`src/rtl/i2c_mem_target.sv`:
```
module i2c_mem_target #(
  parameter logic [6:0] DEV_ADDR = 7'h50,
  parameter int AW = 8
) (
  input  logic clk,
  input  logic rst_n,
  input  logic scl_i,
  input  logic sda_i,
  output logic sda_oe
);
  localparam int DEPTH = 1 << AW;
  localparam logic [AW-1:0] ONE = 1;

  typedef enum logic [2:0] {
    S_IDLE = 3'd0, S_DEV = 3'd1, S_ACKD = 3'd2, S_WADR = 3'd3,
    S_WDAT = 3'd4, S_ACKW = 3'd5, S_RDAT = 3'd6, S_RACK = 3'd7
  } st_t;

  logic [1:0] scl_sy, sda_sy;
  logic scl_q, sda_q;
  st_t st;
  logic [3:0] bitcnt;
  logic [7:0] sh;
  logic rw, mack;
  logic [AW-1:0] ptr;
  logic [7:0] mem [DEPTH];

  wire scl_s = scl_sy[1];
  wire sda_s = sda_sy[1];
  wire scl_rise = scl_s & ~scl_q;
  wire scl_fall = ~scl_s & scl_q;
  wire start_c = scl_s & scl_q & sda_q & ~sda_s;
  wire stop_c = scl_s & scl_q & ~sda_q & sda_s;
  wire byte_end = scl_fall && (bitcnt == 4'd8);
  wire wr_en = (st == S_WDAT) && byte_end && !start_c && !stop_c;
  wire [7:0] rd_byte = mem[ptr];

  always_ff @(posedge clk or negedge rst_n)
    if (!rst_n) begin
      scl_sy <= 2'b11;
      sda_sy <= 2'b11;
      scl_q  <= 1'b1;
      sda_q  <= 1'b1;
    end else begin
      scl_sy <= {scl_sy[0], scl_i};
      sda_sy <= {sda_sy[0], sda_i};
      scl_q  <= scl_s;
      sda_q  <= sda_s;
    end

  always_ff @(posedge clk)
    if (wr_en) mem[ptr] <= sh;

  always_ff @(posedge clk or negedge rst_n)
    if (!rst_n) begin
      st     <= S_IDLE;
      bitcnt <= 4'd0;
      sh     <= 8'd0;
      rw     <= 1'b0;
      mack   <= 1'b0;
      ptr    <= '0;
      sda_oe <= 1'b0;
    end else if (start_c) begin
      st     <= S_DEV;
      bitcnt <= 4'd0;
      sda_oe <= 1'b0;
    end else if (stop_c) begin
      st     <= S_IDLE;
      sda_oe <= 1'b0;
    end else begin
      case (st)
        S_DEV, S_WADR, S_WDAT: begin
          if (scl_rise) begin
            sh     <= {sh[6:0], sda_s};
            bitcnt <= bitcnt + 4'd1;
          end else if (byte_end) begin
            bitcnt <= 4'd0;
            if (st == S_DEV) begin
              if (sh[7:1] == DEV_ADDR) begin
                sda_oe <= 1'b1;
                rw     <= sh[0];
                st     <= S_ACKD;
              end else begin
                st <= S_IDLE;
              end
            end else begin
              ptr    <= (st == S_WADR) ? sh[AW-1:0] : ptr + ONE;
              sda_oe <= 1'b1;
              st     <= S_ACKW;
            end
          end
        end
        S_ACKD:
          if (scl_fall) begin
            if (rw) begin
              sh     <= rd_byte;
              ptr    <= ptr + ONE;
              sda_oe <= ~rd_byte[7];
              st     <= S_RDAT;
            end else begin
              sda_oe <= 1'b0;
              st     <= S_WADR;
            end
          end
        S_ACKW:
          if (scl_fall) begin
            sda_oe <= 1'b0;
            st     <= S_WDAT;
          end
        S_RDAT: begin
          if (scl_rise) begin
            bitcnt <= bitcnt + 4'd1;
          end else if (byte_end) begin
            sda_oe <= 1'b0;
            bitcnt <= 4'd0;
            st     <= S_RACK;
          end else if (scl_fall) begin
            sh     <= {sh[6:0], 1'b0};
            sda_oe <= ~sh[6];
          end
        end
        S_RACK: begin
          if (scl_rise) begin
            mack <= ~sda_s;
          end else if (scl_fall) begin
            if (mack) begin
              sh     <= rd_byte;
              ptr    <= ptr + ONE;
              sda_oe <= ~rd_byte[7];
              st     <= S_RDAT;
            end else begin
              st <= S_IDLE;
            end
          end
        end
        default: ;
      endcase
    end
endmodule


```
`config.mk`:
```
export PLATFORM = sky130hd
export DESIGN_NAME = i2c_mem_target
export DESIGN_NICKNAME = d
export VERILOG_FILES = /design/src/rtl/i2c_mem_target.sv
export SDC_FILE = /design/constraint.sdc
export NUM_CORES = 2
export LEC_CHECK = 0
export BUFFER_PORTS_ARGS = -buffer_cell sky130_fd_sc_hd__buf_2
export CORE_UTILIZATION = 50
export CTS_CLUSTER_DIAMETER = 40
export CTS_CLUSTER_SIZE = 10
export DETAILED_ROUTE_END_ITERATION = 7
export GPL_TIMING_DRIVEN = 0
export PLACE_DENSITY = 0.79
export SLEW_MARGIN = 20
export SYNTH_ARGS = -nofsm -noshare
export SYNTH_HDL_FRONTEND = slang
export SYNTH_SLANG_ARGS = --single-unit
```
`constraint.sdc`:
```
create_clock -name clk -period 4.77 [get_ports clk]
set_clock_uncertainty 0.05 [all_clocks]
set_input_delay 0.954 -clock clk [delete_from_list [all_inputs] [get_ports clk]]
set_output_delay 0.954 -clock clk [all_outputs]
set_load 0.02 [all_outputs]
```
==> results.md <==
- Sequential-to-total area share from yosys stat: 77.7%
- First-pass detailed-route iteration total: 8
- Setup violators final: slightly below 700
- Register share of total power: 50.4%
- IO Pins: 5
- CTS Buf Count: 279
- Site Rows: 146
- Wire length per cell: 39.7 µm
- WP buf/inv: 4
- Dpl cells: 5,912
- Gr usage total: between 30% and 40%
- Crit Path Max Fanout: 10
- Nets: roughly 4,100
- Clock Latency Late Sink: roughly 0.93 ns
- CP Launch Type: flop
- Clk slew on worst S/H paths: around 0.050 ns
- DRC Markers: 0
- Worst Max-Slew Pin Slew: between 1 and 1.5 ns
- Hold Path Class: in -> reg
- Max-cap viol count: 0
- Share of layout cells above drive strength 1: approximately 27%
- Die area: between 150,000 and 200,000 µm²
- Critical Path End Type: flop
- Final antenna-violating net count: 0
- Sw Ratio: roughly a quarter
- Largest cells by area after synthesis: edfxtp_1 77%, mux4_2 14%, a22oi_1 2.2%
- R2R Setup Slk: -0.29 ns
- Crit Path Class: reg -> reg
- Die width: roughly 400 µm
- CP max stage cell: nor4_1
- Vias in the first global route: 43,728
- Yosys cell types: 55
- Fillers: roughly 11,000
- Max Buffers Root-to-Sink: 4
- RSZ-0062 raised after global routing: true
- DR iter-0 viols: ~8,700
- Leakage power: ~28 nW
- Clock Sinks: 2,080
- Register area: approximately 62,000 µm²
- Synth async-reset ratio: 1.54%
- Mean number of vias per cell: 7.13
- Port Buffers: 4
- Worst Setup Slack, final: -0.287 ns
- Failing checks: negative setup slack
- GPL Wtd Cong: between 1 and 1.5
- Period utilization: 106%
- Register bit count reported by yosys: ~2,100
- Layout overhead on the synthesized area: 15.2%
- Status: finished, violations left
- Cells after synthesis: approximately 3,800
- TritonCTS clock tree: done
- Antenna violations before repair: 15
- WP depth: 11
- Syn_area_per_cell: ~21 µm²
- H-tree levels: 5
- Reg2Reg Depth: 11
- Min Tclk post-route: 5.06 ns
- Comb pwr share: 8.1%
- Syn nets: ~3,800
- Worst r2r dst: sh[0]
- Post-synth top area share: between 70% and 80%
- Worst path max stage delay: 0.79 ns
- Postcts setup bufs: 0
- Slew Limit Headroom: between 10% and 20%
- Die height: 403 µm
- Netlist Area Pre-Place: roughly 80,000 µm²
- Area occupied by multi-input gates: ~17,000 µm²
- Routed WL: ~250,000 µm
- Global-route wire length before repair: between 300,000 and 400,000 µm
- Core Area: 159,000 µm²
- Power per standard cell area: about 490 nW/µm²
- Hpwl dp: between 150,000 and 200,000 µm
- Hold WS: approximately 0.072 ns
- Reg-to-reg startpoint: ptr[0]
- CTS Hold Bufs: 0
- Max Fclk: 0.198 GHz
- Maximum vdd drop: about 0.44 mV
- Hold path startpoint: scl_i
- Family with the most delay on the worst path: buffers and inverters
- Largest net degree at the start of global routing: 85
- Non-Filler Instances: approximately 6,300
- WP data required: ~5.5 ns
- Final hold vios: 0
- Internal power: ~35 mW
- Ys Warns: 0
- Clock power share: between 40% and 50%
- Initial Utilization: 50.5%
- Yosys top cell by area: edfxtp_1
- CTS Root Cell: clkbuf_16
- Gr ovfl total: 0
- Count of pins over their slew limit: 0
- Vias: ~45,000
- Worst path cell trace: buf_6 > buf_4 > clkbuf_4 > clkbuf_4 > mux4_2 > a22oi_1 > a21oi_1 > nor4_1 > o22ai_1 > nor2_1 > o31ai_1
- Worst Hold Endpoint: scl_sy[0]
- Hold path depth: 1
- Top FF cell, synth: edfxtp_1
- P_sw: about 11 mW
- Most frequent CP cell: clkbuf_4
- Worst Path Arrival: 5.78 ns
- Number of enable flip-flop cells after synthesis: approximately 2,000
final cells by class:
cell class,count,area share (%)
repair buffers,49,1.17
clock buffers,320,7.91
flip-flops and latches,2080,67.5
well taps,2072,2.81
plain buffers,228,1.25
diodes,16,0.0433
multi-input cells,1467,18.5
inverters,13,0.0528
clock inverters,56,0.745
sequential cells by signal, summed over array words and instances, names as in the netlist:
| register | cells |
|---|---|
| rw | 1 |
| sda_oe | 1 |
| scl_q | 1 |
| mem | 2048 |
| sda_sy | 2 |
| sh | 8 |
| st | 3 |
| sda_q | 1 |
| bitcnt | 4 |
| scl_sy | 2 |
| ptr | 8 |
| mack | 1 |
through the flow:
step	utilization (%)	total power, mW	area (µm²)	TNS (ns)	worst slack [ns]
floorplan	-	25.2	80200	0	0.184
global placement	52.2	25.9	82800	-7229.63	-3.31
detailed placement	52.9	26.8	84000	-653.33	-0.952
CTS	58.1	45.2	92200	-1.24	-0.214
global route	58.2	46.1	92300	0	0.00167
finish	58.2	45.4	92400	-57.18	-0.287
logic make-up (layout without fill, tap and decap cells):
logic type | count (synthesis) | in the layout | synth area share [%]
flops | 2080 | 2080 | 77.7
xor+xnor | 2 | 2 | 0.0218
other cells | 0 | 16 | 0
simple gates | 481 | 481 | 2.57
buf+inv | 244 | 666 | 1.39
fa+ha+maj | 6 | 6 | 0.0936
mux | 526 | 526 | 14.5
compound gates | 452 | 452 | 3.76
worst max path at each step:
stage                      start     endpoint  slack, ns
after detailed placement  ptr[3]  mem[177][5]      -0.95
after CTS                 ptr[1]        sh[5]      -0.21
after global routing      ptr[0]        sh[0]      0.002
after global placement     sh[5]       sda_oe      -3.31
final                     ptr[0]        sh[0]      -0.29
after floorplan            sh[5]       sda_oe       0.18
synthesized netlist by cell type, types with 15 or more instances:
library cell	count
o21ai_0	18
buf_2	50
o22ai_1	20
nand3_1	15
mux2i_1	15
a22oi_1	231
nand2_1	86
a21oi_1	139
dfrtp_1	26
nor4_1	31
nor2_1	289
edfxtp_1	2048
clkbuf_1	127
buf_1	30
mux4_2	509
what timing repair did:
| item | in CTS | in global routing |
|---|---|---|
| pin swaps | 0 | 0 |
| hold endpoints to repair | 0 | 0 |
| gates cloned | 0 | 0 |
| setup endpoints to repair | 1709 | 992 |
| gates resized for setup | 96 | 56 |
power groups by stage:
stage	sequential, mW	clock [mW]	combinational (mW)
3_3_place_gp	25.0	0	0.947
6_report	22.9	18.8	3.69
5_1_grt	22.9	19.4	3.75
3_5_place_dp	23.2	0	3.52
2_1_floorplan	24.5	0	0.635
4_1_cts	22.9	18.7	3.55
metal layers:
layer	part of all wire (%)	up-vias	track usage, %
li1	-	16525	-
met1	31	22642	37.3
met2	44	4641	44.1
met3	16	1097	13.6
met4	8.5	22	22.3
met5	0.22	-	0.149
cell usage in the layout, fill, tap and decap left out, types with 14 or more instances in the layout:
master and instances:
a21oi_1 139, a22oi_1 231, buf_12 19, buf_16 24, buf_2 59, clkbuf_1 117
clkbuf_16 286, clkbuf_2 43, clkinv_1 14, dfrtp_1 18, diode_2 16, edfxtp_1 2048
mux2i_1 15, mux4_2 509, nand2_1 75, nand3_1 15, nor2_1 191, nor2_2 95
nor2b_1 14, nor4_1 29, o21ai_0 18, o22ai_1 20
Power figures use the tool's default switching activity.
